===== config.mk =====
export PLATFORM = sky130hd
export DESIGN_NAME = rsp_decoder
export DESIGN_NICKNAME = d
export VERILOG_FILES = /design/src/rtl/rsp_decoder.sv
export SDC_FILE = /design/constraint.sdc
export NUM_CORES = 1
export LEC_CHECK = 0
export CORE_MARGIN = 10
export CORE_UTILIZATION = 36
export DETAILED_ROUTE_END_ITERATION = 8
export PLACE_DENSITY = 0.86
export SLEW_MARGIN = 20
export SYNTH_ARGS = -nofsm -noshare
export SYNTH_HDL_FRONTEND = slang
export SYNTH_SLANG_ARGS = --single-unit

===== constraint.sdc =====
create_clock -name clk -period 0.8 [get_ports clk]
set_input_delay 0.2 -clock clk [delete_from_list [all_inputs] [get_ports clk]]
set_output_delay 0.2 -clock clk [all_outputs]
set_load 0.03 [all_outputs]

===== src/rtl/rsp_decoder.sv =====
module rsp_decoder #(
  parameter int CMD_W    = 6,
  parameter int STOP_CMD = 12
) (
  input  logic              clk,
  input  logic              rst_n,
  input  logic              req_valid,
  input  logic [CMD_W-1:0]  cmd_idx,
  input  logic [2:0]        rsp_kind,
  input  logic              busy,
  input  logic              init_seq,
  input  logic              auth_en,
  input  logic [4:0]        rsp_len,
  input  logic [127:0]      rsp_bytes,
  output logic              done,
  output logic [15:0]       stat_set,
  output logic [15:0]       stat_clr,
  output logic [127:0]      rsp_regs
);
  localparam logic [2:0]  K_NORM = 3'd1;
  localparam logic [2:0]  K_LONG = 3'd2;
  localparam logic [2:0]  K_OCR  = 3'd3;
  localparam logic [2:0]  K_RCA  = 3'd4;
  localparam logic [31:0] NORM_MASK = 32'hFDF9_0000;
  localparam logic [31:0] AUTH_BIT  = 32'h0000_0008;
  localparam logic [31:0] RCA_MASK  = 32'h0000_E008;

  logic        is_norm, is_none, short_rsp, err, init0, load;
  logic [4:0]  need_len;
  logic [31:0] word32, chk, mask;
  logic [15:0] set_n, clr_n;
  logic [127:0] regs_n;

  assign word32  = {rsp_bytes[7:0], rsp_bytes[15:8], rsp_bytes[23:16], rsp_bytes[31:24]};
  assign is_norm = (rsp_kind == K_NORM) || (busy && rsp_kind == K_NORM);
  assign is_none = (rsp_kind == 3'd0) || (rsp_kind > K_RCA);
  assign need_len = (rsp_kind == K_LONG) ? 5'd16 : (is_none ? 5'd0 : 5'd4);
  assign short_rsp = rsp_len < need_len;
  assign init0 = init_seq && (cmd_idx == '0);
  assign load  = !init0 && !is_none && !short_rsp;

  always_comb begin
    chk  = '0;
    mask = '0;
    if (is_norm) begin
      chk  = word32;
      mask = NORM_MASK | (auth_en ? AUTH_BIT : 32'h0);
    end else if (rsp_kind == K_RCA) begin
      chk  = {16'h0, word32[15:0]};
      mask = RCA_MASK;
    end
  end

  assign err = !short_rsp && |(chk & mask);

  always_comb begin
    set_n = '0;
    clr_n = '0;
    if (init0) begin
      set_n[0] = 1'b1;
    end else begin
      set_n[14] = err;
      clr_n[14] = !err;
      set_n[7]  = short_rsp;
      set_n[0]  = !short_rsp;
      set_n[2]  = !short_rsp && (int'(cmd_idx) == STOP_CMD);
      set_n[12] = !short_rsp && (rsp_kind == K_OCR) && !word32[31];
    end
  end

  for (genvar r = 0; r < 8; r++) begin : g_word
    assign regs_n[16*r +: 16] = {rsp_bytes[8*(14-2*r) +: 8], rsp_bytes[8*(15-2*r) +: 8]};
  end

  always_ff @(posedge clk or negedge rst_n) begin
    if (!rst_n) begin
      done     <= 1'b0;
      stat_set <= '0;
      stat_clr <= '0;
      rsp_regs <= '0;
    end else begin
      done     <= req_valid;
      stat_set <= req_valid ? set_n : '0;
      stat_clr <= req_valid ? clr_n : '0;
      if (req_valid && load) rsp_regs <= regs_n;
    end
  end
endmodule



==> impl_metrics.tcl, run 1 <==
set metrics [dict create \
    fin_ws_ns -1.17 \
    grt_max_degree 61 \
    viasPerCell 4.54 \
    max_stage_delay_ns 0.40 \
    grt_pass1_wl_um 32300 \
    path_delay_family "simple AND/OR/NAND/NOR gates" \
    setup_viol 269 \
    pwr-share-comb_pct 45.2 \
    route.vias.total 4576 \
    clock_path_buffers 2 \
    grt_usage_pct 19.4 \
    hold_violations 0 \
    synthTopCellsByArea "dfrtp_1 58%, mux2_4 31%, buf_4 3.3%, buf_6 2.7%, mux2_2 1.5%" \
    path_cells "buf_6, or3b_4, ha_4, nor2_2, a21o_1, or3_4, buf_12, mux2_4" \
    diodes 0 \
    remaining_drc_errors 0 \
    whs_ns 0.0233 \
    cp.arrival_ns 2.26 \
    first_iter_violations 174 \
    die_h_um 147 \
    p_clk_share_pct 25.2 \
    endpoint_kind "flip-flop" \
    synth_warnings 0 \
    dieArea_um2 21700 \
    power.total_mw 34.2 \
    ff_latch_area_um2 3380 \
    wl_per_cell_um 22.7 \
    ant_nets 0 \
    totalWireLength_um 22900 \
    skew_ns 0 \
    io_pins 309 \
    synth_cells 335 \
    period_minus_slack_ns 1.97 \
    rsz0062_at_grt "true" \
    max_freq_mhz 508 \
    drv_slew 0 \
    gr-total-overflow 0 \
    min_path_type "input port to flip-flop" \
    core-area_um2 15900 \
    power_switching_mw 11.5 \
    cts_tree "built" \
    synth.avg_cell_area_um2 17.4 \
    seqPwrFrac_pct 29.6 \
    cp.required_ns 1.09 \
    drt_pass1_iterations 4 \
    failed_checks "negative setup slack" \
    finalCritPeriodShare_pct 246 \
    die_w_um 147 \
    clkTransAtPathRegs_ns 0.06 \
    clock_sinks 135 \
    netlist.area_leader.share_pct 58.0 \
    htreeDepth 4 \
    synth-seq-cells 135 \
    hpwlAfterDp_um 14600 \
    ir_worst_vdd_mv 1.53 \
    p_int_mw 22.8 \
    grt_pass1_vias 5270 \
    row_count 46 \
    yosysTopAreaCell "dfrtp_1" \
    synth_seq_area_share_pct 58.0 \
    area_growth_pct 89.9 \
    drive_above_1_share_pct 61.8 \
    p_sw_share_pct 33.5 \
    drv_cap 0 \
    fillers 998 \
    place_ws_ns -1.88 \
    synth.distinct_cells 26 \
    nets 929 \
    numCtsBuffers 17 \
    gp_congestion 0.799 \
    clk_latency_ns 0.41 \
    portBuffers 279 \
    run_status "finished, violations left" \
    critPathMaxFanout 60 \
    crit_slowest_cell "or3b_4" \
    synth_area_um2 5830 \
    crit_buf_inv 2 \
    initial_utilization_pct 36.7 \
    root_buffer "clkbuf_16" \
    crit_type "input port to flip-flop" \
    leakage_nw 5.51 \
    powerDensity_nw_per_um2 3090 \
    antenna_found_initial 0 \
    start_kind "input port" \
    multi_input_area_um2 2310 \
]
## what timing repair did
item / CTS / global route
endpoints found under the setup margin: 269 / 269
gates cloned: 4 / 2
pin swaps: 12 / 7
resized for setup: 198 / 17
hold buffers: 1 / 0
hold endpoints to repair: 135 / 0
setup buffers: 80 / 48
## synthesized netlist by cell type
cell,n
dfrtp_1,135
mux2_4,120
buf_4,26
buf_6,14
mux2_2,8
nor2_1,6
nor4_1,3
a21oi_1,2
and3_1,2
ha_1,2
nand3_1,2
a2111oi_0,1
a21o_1,1
a31o_2,1
a31oi_1,1
conb_1,1
inv_1,1
nand2b_1,1
nand4_1,1
nor3_1,1
nor3b_1,1
o21ai_0,1
o41ai_1,1
or3_4,1
or3b_1,1
or4_1,1
## worst min-delay path, stage by stage
cell	delay, ns
clkbuf_2	0.10
inv_2	0.06
a21oi_2	0.04
## area by class of cell
type	count	share of cell area, %
Timing Repair Buffer	440	40.2
Tap cell	216	2.44
Clock buffer	17	3.84
Inverter	1	0.0339
Sequential cell	135	30.6
Multi-Input combinational cell	184	20.9
Clock inverter	14	2.00
## sequential cells by signal (all words and copies together) (netlist names)
| signal | cells |
|---|---|
| stat_clr | 1 |
| done | 1 |
| stat_set | 5 |
| rsp_regs | 128 |
## routing by layer
metal / vias up / track usage [%] / part of all wire, %
li1: 2010 / - / -
met1: 2313 / 20.9 / 37
met2: 217 / 34.7 / 54
met3: 36 / 5.84 / 6.0
met4: 0 / 7.98 / 2.6
met5: - / 0 / 0
## cells in the final DEF, fill, tap and decap left out, types with 3 or more instances in the layout
cell	n
buf_12	19
bufinv_16	5
clkdlybuf4s50_1	128
buf_2	7
mux2_2	8
buf_4	143
buf_16	4
clkinvlp_4	3
buf_6	130
clkbuf_2	4
clkbuf_16	19
dfrtp_1	133
inv_6	3
mux2_4	120
conb_1	26
## power groups by stage
stage	logic [mW]	clock network [mW]	registers (mW)
after floorplan	3.27	0	13.1
after global placement	11.5	0	9.80
after detailed placement	11.7	0	9.91
after CTS	14.4	8.74	10.0
after global routing	16.0	9.12	10.3
final	15.5	8.63	10.1
## metrics by stage
stage	cell area, µm²	utilization, %	std cells	TNS, ns
floorplan	5990	-	360	-173.93
global placement	8820	55.5	848	-241.24
detailed placement	8820	55.5	848	-244.31
CTS	10700	67.4	962	-190.33
global route	11100	69.7	1007	-199.91
finish	11100	69.7	1007	-193.07
## final timing paths
kind / startpoint / end / slack, ns / cells past startpoint
worst max-delay path: rsp_kind[0] / rsp_regs[46] / -1.17 / 8
worst min-delay path: req_valid / stat_set[0] / 0.02 / 3
worst max register to register: rsp_regs[82] / rsp_regs[82] / -0.25 / 3
worst min register to register: rsp_regs[55] / rsp_regs[55] / 0.54 / 1
max in group asynchronous: rst_n / rsp_regs[127] / 0.08 / 3
min in group asynchronous: rst_n / rsp_regs[30] / 0.24 / 2
## logic make-up (layout without fill, tap and decap cells)
group | Yosys count | in the layout | synth area share (%)
AOI/OAI and AO/OA | 8 | 8 | 0.945
adders and majority gates | 2 | 2 | 0.429
buffers and inverters | 41 | 472 | 6.12
DFF | 135 | 135 | 58.0
muxes | 128 | 128 | 32.5
other | 1 | 26 | 0.0644
and+or+nand+nor | 20 | 20 | 2.00
Power figures use the tool's default switching activity.
==> inputs of run 2 (changes only) <==
PLACE_DENSITY = 0.77   (was 0.86)
==> run 2 against run 1 <==
The flow still finishes with violations (negative setup slack). Cell area fell by 0.24%. Clock-buffer cell count is 3 higher. Critical path type unchanged. Combinational power down 3%. Global-route usage down 0.33 points. Sequential cell count stayed put. Clock skew is the same. Worst hold slack gained 0.0030 ns. First-iteration DRC count decreased by 33%.
==> impl_metrics.tcl, run 2 (synthesized netlist as in run 1, its figures left out) <==
set metrics [dict create \
    leakage_nw 5.49 \
    period_minus_slack_ns 2.01 \
    largest_reg_flops 128 \
    cp.required_ns 1.10 \
    place_ws_ns -1.88 \
    die_w_um 147 \
    fillers 1032 \
    htreeDepth 4 \
    crit_type "input port to flip-flop" \
    reg_top3 "rsp_regs: 128 flops, stat_set: 5 flops" \
    fin_ws_ns -1.21 \
    ir_worst_vdd_mv 1.52 \
    initial_utilization_pct 36.7 \
    clk_latency_ns 0.41 \
    start_kind "input port" \
    critPathLaunch "rsp_kind[2]" \
    largest_register "rsp_regs" \
    finalCritPeriodShare_pct 251 \
    worstReg2RegStart "rsp_regs[78]" \
    gp_congestion 0.759 \
    cts_tree "built" \
    first_iter_violations 116 \
    cp_num_cells 10 \
    route.vias.total 4501 \
    crit_slowest_cell "or3b_4" \
    drv_slew 0 \
    die_h_um 147 \
    clock_path_buffers 2 \
    core-area_um2 15900 \
    totalWireLength_um 21900 \
    ff_latch_area_um2 3380 \
    cp.arrival_ns 2.30 \
    drive_above_1_share_pct 58.3 \
    clkTransAtPathRegs_ns 0.06 \
    critPathMaxFanout 11 \
    max_freq_mhz 499 \
    clock_sinks 135 \
    antenna_found_initial 0 \
    diodes 0 \
    failed_checks "negative setup slack" \
    run_status "finished, violations left" \
    drt_pass1_iterations 4 \
    dieArea_um2 21700 \
    row_count 46 \
    area_growth_pct 89.4 \
    portBuffers 279 \
    tns_ns -200.11 \
    powerDensity_nw_per_um2 2980 \
    setup_viol 269 \
    r2r-end "rsp_regs[78]" \
    gr-total-overflow 0 \
    grt_pass1_wl_um 31800 \
    skew_ns 0 \
    hpwlAfterDp_um 13800 \
    max_stage_delay_ns 0.40 \
    ant_nets 0 \
    hold_violations 0 \
    rsz0062_at_grt "true" \
    final_common_cell "dfrtp_1" \
    min_path_type "input port to flip-flop" \
    drv_cap 0 \
    nets 908 \
    io_pins 309 \
    viasPerCell 4.56 \
    grt_pass1_vias 5073 \
    path_delay_family "simple AND/OR/NAND/NOR gates" \
    remaining_drc_errors 0 \
    multi_input_area_um2 2260 \
    cp-endpoint "rsp_regs[116]" \
    final_cell_mix "135 x dfrtp_1, 134 x clkdlybuf4s50_1, 131 x buf_6" \
    crit_buf_inv 4 \
    worst-r2r-cell-count 3 \
    endpoint_kind "flip-flop" \
    numCtsBuffers 17 \
    rrSetupSlack_ns -0.26 \
    grt_usage_pct 19.1 \
    path_cells "buf_6, or3b_4, ha_4, nor2_2, a21o_1, or3_4, buf_12, clkbuf_16, buf_16, mux2_4" \
    wl_per_cell_um 22.2 \
    root_buffer "clkbuf_16" \
    grt_max_degree 38 \
]
## run 2: changes by cell type in the layout (fill, tap and decap cells not counted), moves of 3 or more
cell             change
buf_2                -5
buf_12               -3
buf_16              +11
clkdlybuf4s50_1      +6
nor2_1               +3
bufinv_16            -3
buf_4               -32
clkbuf_2             -3
## run 2: repair_timing
item | in CTS | in global routing
hold buffers | 2 | 0
pin swaps | 12 | 4
hold endpoints to repair | 136 | 0
buffers inserted | 63 | 40
setup endpoints to repair | 269 | 269
gates resized for setup | 186 | 6
cloned | 11 | 3
## run 2: worst min-delay path by stage
stage | from | to | cells past startpoint | slack (ns)
final | rsp_bytes[13] | rsp_regs[117] | 2 | 0.03
after CTS | rsp_bytes[13] | rsp_regs[117] | 2 | 0.03
after floorplan | rst_n | done | 0 | -0.1
after detailed placement | rst_n | rsp_regs[28] | 1 | 0.05
after global routing | rsp_bytes[13] | rsp_regs[117] | 2 | 0.01
after global placement | rst_n | rsp_regs[31] | 1 | 0.05
## run 2: routing by layer
layer | GRT usage [%] | routed length (µm) | vias to the layer above
li1 | - | - | 1985
met1 | 20.7 | 8210 | 2294
met2 | 34.3 | 11900 | 196
met3 | 5.50 | 1350 | 26
met4 | 7.48 | 429 | 0
met5 | 0 | 0 | -
## run 2: cell type report
type	instances	area share (%)
clock buffer	20	4.14
clock inverter	11	1.12
inverter	1	0.0340
multi-input combinational	184	20.5
sequential	135	30.6
tap	216	2.45
timing repair buffer	419	41.2
## run 2: power by group
part           switching [mW]  internal [mW]  leakage (nW)
clock network            3.02           4.74         0.279
registers                1.45           8.60          1.60
logic                    6.70           8.42          3.61
total                    11.2           21.8          5.49
## run 2: worst reg2reg max path: stages (launching register included)
cell	delay, ns
dfrtp_1	0.41
buf_4	0.15
buf_4	0.12
mux2_4	0.26
## run 2: per-stage QoR
stage / hold WS (ns) / total power [mW] / util [%] / instances / instance area, µm²
6_report: 0.0262 / 32.9 / 69.5 / 986 / 11000
5_1_grt: 0.0108 / 34.2 / 69.5 / 986 / 11000
3_3_place_gp: 0.0472 / 21.1 / 54.8 / 838 / 8710
2_1_floorplan: -0.0956 / 16.4 / - / 360 / 5990
4_1_cts: 0.0259 / 32.0 / 67.2 / 945 / 10700
3_5_place_dp: 0.0468 / 21.3 / 54.8 / 838 / 8710
==> inputs of run 3 (changes only) <==
CELL_PAD_IN_SITES_DETAIL_PLACEMENT = 1   (was not set)
CELL_PAD_IN_SITES_GLOBAL_PLACEMENT = 1   (was not set)
CORE_UTILIZATION = 28   (was 36)
PLACE_DENSITY = not set   (was 0.77)
PLACE_DENSITY_LB_ADDON = 0.1   (was not set)
==> run 3 against run 2 <==
The flow still finishes with violations (negative setup slack). Fmax is 0.87% lower. Register-to-register slack better by 0.03 ns. Via count is 0.47% lower. Critical endpoint is now rsp_regs[62]. Final cell count is 7.1% higher. Largest power group unchanged. Sequential cell count stayed put. Clock power is 8.6% higher. Routed wire length is 4.2% higher. Sequential share of layout area is 0.41 points lower. Clock skew stayed put. Non-clock buffer count is 15 higher. Largest cell class unchanged.
==> impl_metrics.tcl, run 3 (synthesized netlist as in run 1, its figures left out) <==
set metrics [dict create \
    run_status "finished, violations left" \
    failed_checks "negative setup slack" \
    crit_slowest_cell "or3_4" \
    initial_utilization_pct 28.6 \
    reg_top3 "rsp_regs: 128 flops, stat_set: 5 flops" \
    skew_ns 0 \
    die_w_um 164 \
    portBuffers 279 \
    numCtsBuffers 17 \
    cts_tree "built" \
    final_util_pct 54.9 \
    clkTransAtPathRegs_ns 0.06 \
    antenna_found_initial 1 \
    final_common_cell "buf_6" \
    max_freq_mhz 494 \
    clock_sinks 135 \
    route.vias.total 4480 \
    area_growth_pct 92.0 \
    core-area_um2 20400 \
    clk_latency_ns 0.42 \
    start_kind "input port" \
    grt_usage_pct 16.2 \
    first_iter_violations 120 \
    endpoint_kind "flip-flop" \
    viasPerCell 4.24 \
    grt_pass1_wl_um 32700 \
    wl_per_cell_um 21.6 \
    largest_register "rsp_regs" \
    htreeDepth 4 \
    drive_above_1_share_pct 60.7 \
    nets 924 \
    leakage_nw 5.55 \
    min_path_type "input port to flip-flop" \
    grt_pass1_vias 5091 \
    rsz0062_at_grt "true" \
    cp.arrival_ns 2.33 \
    gr-total-overflow 0 \
    remaining_drc_errors 0 \
    io_pins 309 \
    crit_type "input port to flip-flop" \
    path_cells "buf_6, or3b_4, ha_4, nor2_4, a21o_1, or3_4, buf_12, clkbuf_16, mux2_4" \
    finalCritPeriodShare_pct 253 \
    hold_violations 0 \
    powerDensity_nw_per_um2 3010 \
    critPathMaxFanout 8 \
    ant_nets 0 \
    drv_cap 0 \
    final_cell_mix "142 x buf_6, 135 x dfrtp_1, 127 x clkdlybuf4s50_1" \
    totalWireLength_um 22800 \
    clock_path_buffers 2 \
    grt_max_degree 38 \
    root_buffer "clkbuf_16" \
    drt_pass1_iterations 4 \
    diodes 0 \
    cp.required_ns 1.10 \
    row_count 52 \
    drv_slew 0 \
    hpwlAfterDp_um 15600 \
    ir_worst_vdd_mv 1.19 \
    max_stage_delay_ns 0.46 \
    setup_viol 269 \
    fin_ws_ns -1.22 \
    dieArea_um2 27000 \
    gp_congestion 0.784 \
    period_minus_slack_ns 2.02 \
    fillers 1980 \
    die_h_um 164 \
    largest_reg_flops 128 \
    power.total_mw 33.7 \
]
==> run 3: changes by cell type in the layout (fill, tap and decap cells not counted), sizes merged, moves of 2 or more <==
| cell | change |
|---|---|
| dlygate4sd2 | +4 |
| clkdlybuf4s50 | -7 |
| buf | +22 |
| bufinv | +2 |
| clkbuf | -4 |
==> run 3: layout make-up <==
type | instances | area, µm² | share of cell area (%)
inverter | 1 | 3.75 | 0.0336
clock inverter | 12 | 175 | 1.57
sequential | 135 | 3380 | 30.2
clock buffer | 19 | 453 | 4.05
multi-input combinational | 185 | 2300 | 20.6
tap | 270 | 338 | 3.02
timing repair buffer | 434 | 4540 | 40.5
==> run 3: repair_timing <==
| item | 4_1_cts | 5_1_grt |
|---|---|---|
| hold buffers | 1 | 0 |
| setup endpoints to repair | 269 | 269 |
| pin swaps | 13 | 11 |
| gates cloned | 10 | 1 |
| endpoints found under the hold margin | 135 | 0 |
| resized for setup | 212 | 7 |
| setup buffers | 77 | 46 |
==> run 3: path summary, 6_finish.rpt <==
| check | slack (ns) | endpoint | start | depth (start not counted) |
|---|---|---|---|---|
| max | -1.22 | rsp_regs[62] | rsp_kind[2] | 9 |
| min | 0.02 | rsp_regs[117] | rsp_bytes[13] | 2 |
| max reg2reg | -0.23 | rsp_regs[43] | rsp_regs[43] | 3 |
| min reg2reg | 0.53 | rsp_regs[60] | rsp_regs[60] | 1 |
| max in group asynchronous | 0.13 | rsp_regs[112] | rst_n | 3 |
| min in group asynchronous | 0.19 | rsp_regs[70] | rst_n | 2 |
==> run 3: metal layers <==
| metal | up-vias | routed length, µm | track usage (%) | part of all wire [%] |
|---|---|---|---|---|
| li1 | 2017 | - | - | - |
| met3 | 17 | 1760 | 5.28 | 7.7 |
| met1 | 2253 | 9170 | 18.6 | 40 |
| met5 | - | 0 | 0 | 0 |
| met2 | 193 | 11600 | 27.9 | 51 |
| met4 | 0 | 283 | 5.00 | 1.2 |
==> run 3: per-stage QoR <==
stage / setup slack [ns] / cell area (µm²) / TNS [ns] / cells / hold WS (ns)
floorplan: -1.35 / 5990 / -173.93 / 360 / -0.0956
global placement: -1.87 / 8760 / -243.86 / 893 / 0.0564
detailed placement: -1.89 / 8760 / -245.61 / 893 / 0.0647
CTS: -1.21 / 10800 / -197.49 / 1011 / 0.00238
global route: -1.23 / 11200 / -207.27 / 1056 / 0.00120
finish: -1.22 / 11200 / -200.38 / 1056 / 0.0218
==> run 3: critical path: cells and delay by family <==
| kind | cells | cell delay (ns) |
|---|---|---|
| simple gates | 3 | 0.89 |
| compound gates | 1 | 0.16 |
| mux | 1 | 0.30 |
| buf+inv | 3 | 0.46 |
| fa+ha+maj | 1 | 0.29 |
==> run 3: report_power, final <==
group | internal [mW] | switching [mW]
Sequential | 8.60 | 1.38
Combinational | 8.59 | 6.65
Clock | 5.36 | 3.07
Total | 22.6 | 11.1
